===== config.mk =====
export PLATFORM = sky130hd
export DESIGN_NAME = ser_rx_err_det
export DESIGN_NICKNAME = d
export VERILOG_FILES = /design/src/rtl/ser_rx_err_pkg.sv /design/src/rtl/ser_rx_frame_chk.sv /design/src/rtl/ser_rx_sticky_flag.sv /design/src/rtl/ser_rx_err_det.sv
export SDC_FILE = /design/constraint.sdc
export NUM_CORES = 1
export LEC_CHECK = 0
export BUFFER_PORTS_ARGS = -buffer_cell sky130_fd_sc_hd__buf_2
export CORE_AREA = 4 4 41 43
export DETAILED_ROUTE_END_ITERATION = 7
export DIE_AREA = 0 0 45 47
export GPL_TIMING_DRIVEN = 1
export SKIP_CTS_REPAIR_TIMING = 1
export SLEW_MARGIN = 20
export SYNTH_ARGS = -nofsm -noshare
export SYNTH_HDL_FRONTEND = slang
export SYNTH_SLANG_ARGS = --single-unit

===== constraint.sdc =====
create_clock -name clk_i -period 0.84 [get_ports clk_i]
set_input_delay 0.084 -clock clk_i [delete_from_list [all_inputs] [get_ports clk_i]]
set_output_delay 0.084 -clock clk_i [all_outputs]
set_load 0.03 [all_outputs]

===== src/rtl/ser_rx_err_pkg.sv =====
package ser_rx_err_pkg;
  localparam int unsigned N_ERR = 3;
  localparam int unsigned IDX_FE = 0;
  localparam int unsigned IDX_PE = 1;
  localparam int unsigned IDX_OE = 2;
  localparam int unsigned MODE_ASYNC_BIT = 0;
  localparam int unsigned MODE_PAR_BIT = 1;
  typedef logic [N_ERR-1:0] err_vec_t;
endpackage


===== src/rtl/ser_rx_frame_chk.sv =====
module ser_rx_frame_chk
  import ser_rx_err_pkg::*;
#(
  parameter int unsigned DATA_W = 8,
  parameter int unsigned STOP_W = 2
) (
  input  logic [DATA_W-1:0] data_i,
  input  logic              par_bit_i,
  input  logic [STOP_W-1:0] stop_i,
  input  logic              buf_unread_i,
  input  logic [1:0]        mode_i,
  input  logic              two_stop_i,
  input  logic              par_odd_i,
  input  logic              fe_en_i,
  input  logic              pe_en_i,
  input  logic              oe_en_i,
  output err_vec_t          hit_o
);
  logic [STOP_W-1:0] stop_chk;
  logic              is_async;
  logic              has_par;
  logic              par_bad;

  // stop bit 0 always checked, the rest only in two-stop configuration
  for (genvar i = 0; i < STOP_W; i++) begin : g_stop
    if (i == 0) begin : g_first
      assign stop_chk[i] = 1'b1;
    end else begin : g_extra
      assign stop_chk[i] = two_stop_i;
    end
  end

  assign is_async = mode_i[MODE_ASYNC_BIT];
  assign has_par  = mode_i[MODE_PAR_BIT];
  assign par_bad  = ((^data_i) ^ par_bit_i) != par_odd_i;

  always_comb begin
    hit_o         = '0;
    hit_o[IDX_FE] = fe_en_i && is_async && |(stop_chk & ~stop_i);
    hit_o[IDX_PE] = pe_en_i && is_async && has_par && par_bad;
    hit_o[IDX_OE] = oe_en_i && buf_unread_i;
  end
endmodule


===== src/rtl/ser_rx_sticky_flag.sv =====
module ser_rx_sticky_flag (
  input  logic clk_i,
  input  logic rst_ni,
  input  logic set_i,
  input  logic clr_i,
  output logic q_o
);
  always_ff @(posedge clk_i or negedge rst_ni) begin
    if (!rst_ni)    q_o <= 1'b0;
    else if (set_i) q_o <= 1'b1;  // set beats clear
    else if (clr_i) q_o <= 1'b0;
  end
endmodule


===== src/rtl/ser_rx_err_det.sv =====
module ser_rx_err_det
  import ser_rx_err_pkg::*;
#(
  parameter int unsigned DATA_W = 8,
  parameter int unsigned STOP_W = 2
) (
  input  logic              clk_i,
  input  logic              rst_ni,
  input  logic              frame_done_i,
  input  logic [DATA_W-1:0] data_i,
  input  logic              par_bit_i,
  input  logic [STOP_W-1:0] stop_i,
  input  logic              buf_unread_i,
  input  logic [1:0]        mode_i,
  input  logic              two_stop_i,
  input  logic              par_odd_i,
  input  logic              fe_en_i,
  input  logic              pe_en_i,
  input  logic              oe_en_i,
  input  logic              clr_fe_i,
  input  logic              clr_pe_i,
  input  logic              clr_oe_i,
  input  logic              clr_irq_i,
  output logic              rx_done_o,
  output logic              fe_o,
  output logic              pe_o,
  output logic              oe_o,
  output logic              err_irq_o
);
  err_vec_t hit, set_v, clr_v, flag_q;
  logic     done_q;

  ser_rx_frame_chk #(.DATA_W(DATA_W), .STOP_W(STOP_W)) u_chk (
    .data_i, .par_bit_i, .stop_i, .buf_unread_i, .mode_i, .two_stop_i,
    .par_odd_i, .fe_en_i, .pe_en_i, .oe_en_i, .hit_o(hit)
  );

  assign set_v = frame_done_i ? hit : '0;
  always_comb begin
    clr_v         = '0;
    clr_v[IDX_FE] = clr_fe_i;
    clr_v[IDX_PE] = clr_pe_i;
    clr_v[IDX_OE] = clr_oe_i;
  end

  for (genvar i = 0; i < N_ERR; i++) begin : g_flag
    ser_rx_sticky_flag u_flag (
      .clk_i, .rst_ni, .set_i(set_v[i]), .clr_i(clr_v[i]), .q_o(flag_q[i])
    );
  end

  ser_rx_sticky_flag u_irq (
    .clk_i, .rst_ni, .set_i(|set_v), .clr_i(clr_irq_i), .q_o(err_irq_o)
  );

  always_ff @(posedge clk_i or negedge rst_ni) begin
    if (!rst_ni) done_q <= 1'b0;
    else         done_q <= frame_done_i;
  end

  assign rx_done_o = done_q;
  assign fe_o      = flag_q[IDX_FE];
  assign pe_o      = flag_q[IDX_PE];
  assign oe_o      = flag_q[IDX_OE];
endmodule


==> flow_summary_export.csv, run 1 <==
group,metric,value,unit
outcome,status,"complete, but fails checks",
outcome,violations,"negative setup slack",
logic_synthesis,syn_area_per_cell,10.7,µm²
critical_path,cpPeakStageDelay,0.44,ns
clocking,clock_latency,0.25,ns
layout,layout-drive-gt1-share,0.563,
routing,drcViolationCount,0,
clocking,cts.path.max_buffers,2,
logic_synthesis,synth.cell_area,278,µm²
clocking,root_buffer,"clkbuf_4",
routing,vias,324,
routing,drtAntennaViolNets,0,
timing,worstMarginPinSlew,0.256,ns
job,cap_violations,0,
routing,dr.pass1.iters,2,
logic_synthesis,synth_nets,52,
clocking,cts_tree,"yes",
critical_path,path_cells,"buf_6, xor2_1, xnor3_1, xnor2_2, o2111ai_1",
timing,rsz0062_at_grt,"yes",
routing,wl,884,µm
critical_path,slowest_stage,"xnor3_1",
timing,finalCritPeriodShare,1.10,
timing,clock_skew,0,ns
grt,grt_use_total,0.0789,
logic_synthesis,yosysTopAreaCell,"dfrtp_1",
timing,maxSlewViolCount,0,
routing,routedWlPerCell,11.2,µm
worst_hold_path,hold_start,"clr_oe_i",
timing,report.final.setup_viol,6,
power,p_per_area,1590,nW/µm²
logic_synthesis,yosysTopAreaCellShare,0.450,
layout,nNetsFinal,91,
floorplanning,initial_core_util,0.213,
clocking,clk_pin_slew,0.05,ns
placed_design,post-place-cells,71,
floorplanning,rows,13,
critical_path,critical_path_required,1.00,ns
power,ir_worst_vdd,1.04,mV
grt,grt_pass1_vias,299,
timing,clock.fmax,1.08,GHz
placed_design,port_buffers,30,
timing,finalHoldViolations,0,
clocking,cts.sinks,5,
critical_path,setup.worst_path.start_class,"input port",
critical_path,cp-end-kind,"register",
placed_design,hpwlAfterDp,727,µm
floorplanning,die_width,45,µm
critical_path,crit_fanout,2,
logic_synthesis,synth-seq-cells,5,
power,comb_power_share,0.361,
layout,fillers,150,
clocking,cts-htree-levels,1,
worst_hold_path,worstHoldPathType,"in2reg",
power,p_seq_frac,0.314,
power,switchingPower,0.258,mW
logic_synthesis,ys_types,11,
layout,area.growth.synth_to_final,101,%
floorplanning,io_pins,31,
critical_path,regToRegStartpoint,"g_flag[0].u_flag.q_o",
clocking,cts_buffers,3,
power,clockPowerShare,0.325,
layout,final_core_utilization,0.430,
layout,diodes,0,
routing,drtIter0Drc,3,
grt,grt_pass1_wl,1120,µm
critical_path,crit_start,"data_i[4]",
layout,layout_common_cells,"23 x buf_2, 7 x buf_6, 5 x xnor2_1, 5 x dfrtp_1, 4 x inv_1",
grt,antenna_found_initial,0,
critical_path,worstPathArrival,1.09,ns
grt,grt_max_degree,6,
floorplanning,die_y,47,µm
logic_synthesis,synth.area.top_cells,"dfrtp_1 45%, xnor2_1 19%, xnor3_1 8.1%",
timing,layout_setup_ws,-0.0845,ns
layout,stdcell_count,79,
logic_synthesis,yosysSeqAreaShare,0.450,
timing,period_minus_slack,0.924,ns
power,p_leak,0.292,nW
layout,final_common_cell,"buf_2",
power,swShare,0.290,
grt,grt_overflow,0,
floorplanning,die_area,2120,µm²
floorplanning,core,1300,µm²
logic_synthesis,netlist_instances,26,
placed_design,gp_congestion,0.608,
power,internal_power,0.631,mW
critical_path,critPathBufInv,1,
logic_synthesis,synth.yosys.warnings,0,
critical_path,path_class,"in2reg",
timing,slew_headroom,0.828,
critical_path,critPathTopFamily,"XOR/XNOR gates",
routing,vias_per_cell,4.10,
==> cell type report <==
type,count,area [µm²],area share
Clock buffer,4,26.3,0.0470
Inverter,4,15.0,0.0268
Multi-Input combinational cell,17,145,0.260
Sequential cell,5,125,0.224
Tap cell,15,18.8,0.0336
Timing Repair Buffer,34,229,0.409
==> stage by stage <==
| step | setup WS, ns | TNS, ns | power (mW) | instance area, µm² | hold WS [ns] |
|---|---|---|---|---|---|
| after global placement | -0.343 | -0.656 | 0.523 | 447 | -0.0985 |
| after global routing | -0.134 | -0.452 | 0.942 | 559 | 0.0248 |
| after floorplan | -0.193 | -0.347 | 0.428 | 278 | -0.212 |
| after CTS | -0.120 | -0.410 | 0.822 | 473 | -0.364 |
| final | -0.0845 | -0.218 | 0.889 | 559 | 0.0236 |
| after detailed placement | -0.398 | -0.739 | 0.530 | 447 | -0.0983 |
==> cells in the mapped netlist, drive strengths merged <==
| library cell | number |
|---|---|
| dfrtp | 5 |
| inv | 4 |
| nand2b | 1 |
| nand3 | 1 |
| nand4 | 2 |
| o2111ai | 1 |
| o21ai | 3 |
| o22ai | 1 |
| xnor2 | 6 |
| xnor3 | 1 |
| xor2 | 1 |
==> metal layers <==
layer,vias up,wire length (µm),global-route usage
met5,-,0,0
met4,0,9,0.0175
met3,3,100,0.0613
met2,13,496,0.141
met1,144,278,0.0699
li1,164,-,-
==> final timing paths <==
| path | cells after the start | slack [ns] | to |
|---|---|---|---|
| hold reg to reg | 2 | 0.55 | g_flag[2].u_flag.q_o |
| hold / removal | 2 | 0.02 | g_flag[2].u_flag.q_o |
| setup / recovery | 5 | -0.08 | u_irq.q_o |
| min in group asynchronous | 2 | 0.19 | u_irq.q_o |
| max in group asynchronous | 2 | 0.52 | g_flag[2].u_flag.q_o |
| setup reg to reg | 3 | 0.09 | g_flag[0].u_flag.q_o |
==> worst reg2reg max path, delay by kind of cell (launching register included) <==
kind / cells / cell delay [ns]
flops: 1 / 0.38
buf+inv: 2 / 0.18
compound gates: 1 / 0.06
==> registers in the layout, summed over array words and instances (netlist names) <==
name	cells
g_flag.u_flag.q_o	3
rx_done_o	1
u_irq.q_o	1
==> power by group through the flow <==
stage / Clock, mW / Combinational, mW / Sequential [mW]
floorplan: 0 / 0.108 / 0.320
global placement: 0 / 0.246 / 0.277
detailed placement: 0 / 0.254 / 0.276
CTS: 0.295 / 0.253 / 0.274
global route: 0.319 / 0.341 / 0.282
finish: 0.289 / 0.320 / 0.279
==> cell families (layout without fill, tap and decap cells) <==
| kind of cell | after synthesis | count (layout) | share of synthesized area |
|---|---|---|---|
| XOR/XNOR | 8 | 8 | 0.302 |
| AO/OA/AOI/OAI | 5 | 5 | 0.108 |
| flip-flops | 5 | 5 | 0.450 |
| AND/OR/NAND/NOR | 4 | 4 | 0.0856 |
| buffers and inverters | 4 | 42 | 0.0540 |
Power figures use the tool's default switching activity.
==> run 2: changes to the inputs <==
Settings changed: PLACE_DENSITY set to 0.57.
==> run 2 against run 1 <==
The flow still finishes with violations (negative setup slack). Global-route usage grew 1.5 points. Worst hold slack gained 0.0091 ns. Clock skew is the same. Final area grew 2.5%. Critical path depth is the same. Clock-buffer cell count is the same. Final cell count is the same. Setup slack lost 0.049 ns. Register-to-register slack lost 0.02 ns. Wire length shrank 1.8%. Largest power group unchanged. Highest routed layer is now met3.
==> flow_summary_export.csv, run 2 (synthesis results as in run 1) <==
group,metric,value,unit
job,cap_violations,0,
clocking,cts-htree-levels,1,
power,internal_power,0.638,mW
placed_design,placed_area,447,µm²
power,power,0.901,mW
floorplanning,initial_core_util,0.213,
layout,final_common_cell,"buf_2",
layout,area.growth.synth_to_final,106,%
timing,layout_setup_ws,-0.133,ns
timing,worstMarginPinSlew,0.232,ns
placed_design,port_buffers,30,
critical_path,ff2ff_setup_slack,0.07,ns
critical_path,crit_top_cell,"xnor2_2",
critical_path,cp-end-kind,"register",
routing,dr.pass1.iters,1,
floorplanning,die_y,47,µm
critical_path,path_class,"in2reg",
outcome,status,"complete, but fails checks",
timing,timing.hold.ws,0.0327,ns
layout,fillers,131,
layout,nNetsFinal,91,
grt,grt_max_degree,6,
critical_path,critical_path_required,0.95,ns
timing,clock.fmax,1.03,GHz
critical_path,worstPathArrival,1.09,ns
power,swShare,0.292,
layout,stdcell_count,79,
power,switchingPower,0.263,mW
placed_design,post-place-cells,71,
routing,drtIter0Drc,0,
grt,grt_pass1_wl,1350,µm
power,p_seq_frac,0.309,
outcome,violations,"negative setup slack",
routing,wl,868,µm
power,comb_power_share,0.378,
routing,routedWlPerCell,11.0,µm
timing,slew_headroom,0.844,
critical_path,cpPeakStageDelay,0.44,ns
clocking,clk_pin_slew,0.05,ns
worst_hold_path,worstHoldPathType,"in2reg",
grt,grt_overflow,0,
timing,finalHoldViolations,0,
timing,rsz0062_at_grt,"yes",
routing,drcViolationCount,0,
grt,grt_pass1_vias,314,
layout,multi_input_area,165,µm²
critical_path,slowest_stage,"xnor3_1",
clocking,root_buffer,"clkbuf_4",
grt,grt_use_total,0.0938,
clocking,cts.sinks,5,
critical_path,path_cells,"buf_6, xnor2_2, xnor3_1, xnor2_2, o2111ai_2",
timing,finalCritPeriodShare,1.16,
floorplanning,die_area,2120,µm²
floorplanning,io_pins,31,
power,p_per_area,1570,nW/µm²
floorplanning,core,1300,µm²
clocking,clock_latency,0.23,ns
layout,layout-drive-gt1-share,0.609,
timing,period_minus_slack,0.973,ns
layout,regMostFlops,"g_flag.u_flag.q_o",
layout,regArea,125,µm²
critical_path,critPathBufInv,1,
routing,vias_per_cell,4.09,
power,ir_worst_vdd,0.540,mV
clocking,cts_buffers,3,
grt,antenna_found_initial,0,
clocking,cts.path.max_buffers,2,
floorplanning,rows,13,
timing,report.final.setup_viol,6,
layout,diodes,0,
clocking,cts_tree,"yes",
power,clockPowerShare,0.314,
layout,fin_area,573,µm²
layout,largest_reg_flops,3,
critical_path,crit_fanout,2,
critical_path,setup.worst_path.start_class,"input port",
timing,clock_skew,0,ns
placed_design,gp_congestion,0.642,
routing,vias,323,
routing,drtAntennaViolNets,0,
critical_path,critPathTopFamily,"XOR/XNOR gates",
power,p_leak,0.301,nW
layout,layout_common_cells,"24 x buf_2, 6 x buf_6, 5 x dfrtp_1",
floorplanning,die_width,45,µm
timing,maxSlewViolCount,0,
==> run 2: final cells by class <==
cell class              count  share of cell area
flip-flops and latches      5               0.218
clock buffers               4              0.0459
well taps                  15              0.0328
repair buffers             34               0.389
multi-input cells          17               0.288
inverters                   4              0.0262
==> run 2: power by group through the flow <==
| stage | Clock [mW] | Sequential [mW] | Combinational [mW] |
|---|---|---|---|
| after global routing | 0.324 | 0.282 | 0.367 |
| after global placement | 0 | 0.276 | 0.248 |
| final | 0.283 | 0.278 | 0.340 |
| after detailed placement | 0 | 0.276 | 0.253 |
| after CTS | 0.292 | 0.273 | 0.252 |
| after floorplan | 0 | 0.320 | 0.108 |
==> run 2: worst paths after layout <==
kind / endpoint / start / cells past startpoint
setup / recovery: u_irq.q_o / data_i[6] / 5
hold / removal: g_flag[0].u_flag.q_o / clr_fe_i / 2
setup reg to reg: g_flag[1].u_flag.q_o / g_flag[1].u_flag.q_o / 3
hold reg to reg: g_flag[0].u_flag.q_o / g_flag[0].u_flag.q_o / 2
max in group asynchronous: g_flag[1].u_flag.q_o / rst_ni / 2
min in group asynchronous: u_irq.q_o / rst_ni / 2
==> run 2: stage by stage <==
| stage | setup TNS, ns | worst slack (ns) | util |
|---|---|---|---|
| 6_report | -0.316 | -0.133 | 0.440 |
| 5_1_grt | -0.593 | -0.195 | 0.440 |
| 4_1_cts | -0.418 | -0.114 | 0.363 |
| 3_5_place_dp | -0.753 | -0.388 | 0.343 |
| 3_3_place_gp | -0.661 | -0.345 | 0.343 |
| 2_1_floorplan | -0.347 | -0.193 | - |
==> run 2: worst register-to-register path, cell delays in order, from the launching register on <==
cell	delay [ns]
dfrtp_1	0.39
buf_4	0.14
inv_1	0.06
o22ai_2	0.07
==> run 2: layer usage <==
layer / vias to the layer above / share of wire / GRT usage
li1: 165 / - / -
met1: 146 / 0.36 / 0.109
met2: 12 / 0.56 / 0.130
met3: 0 / 0.078 / 0.0498
met4: 0 / 0 / 0.0702
met5: - / 0 / 0
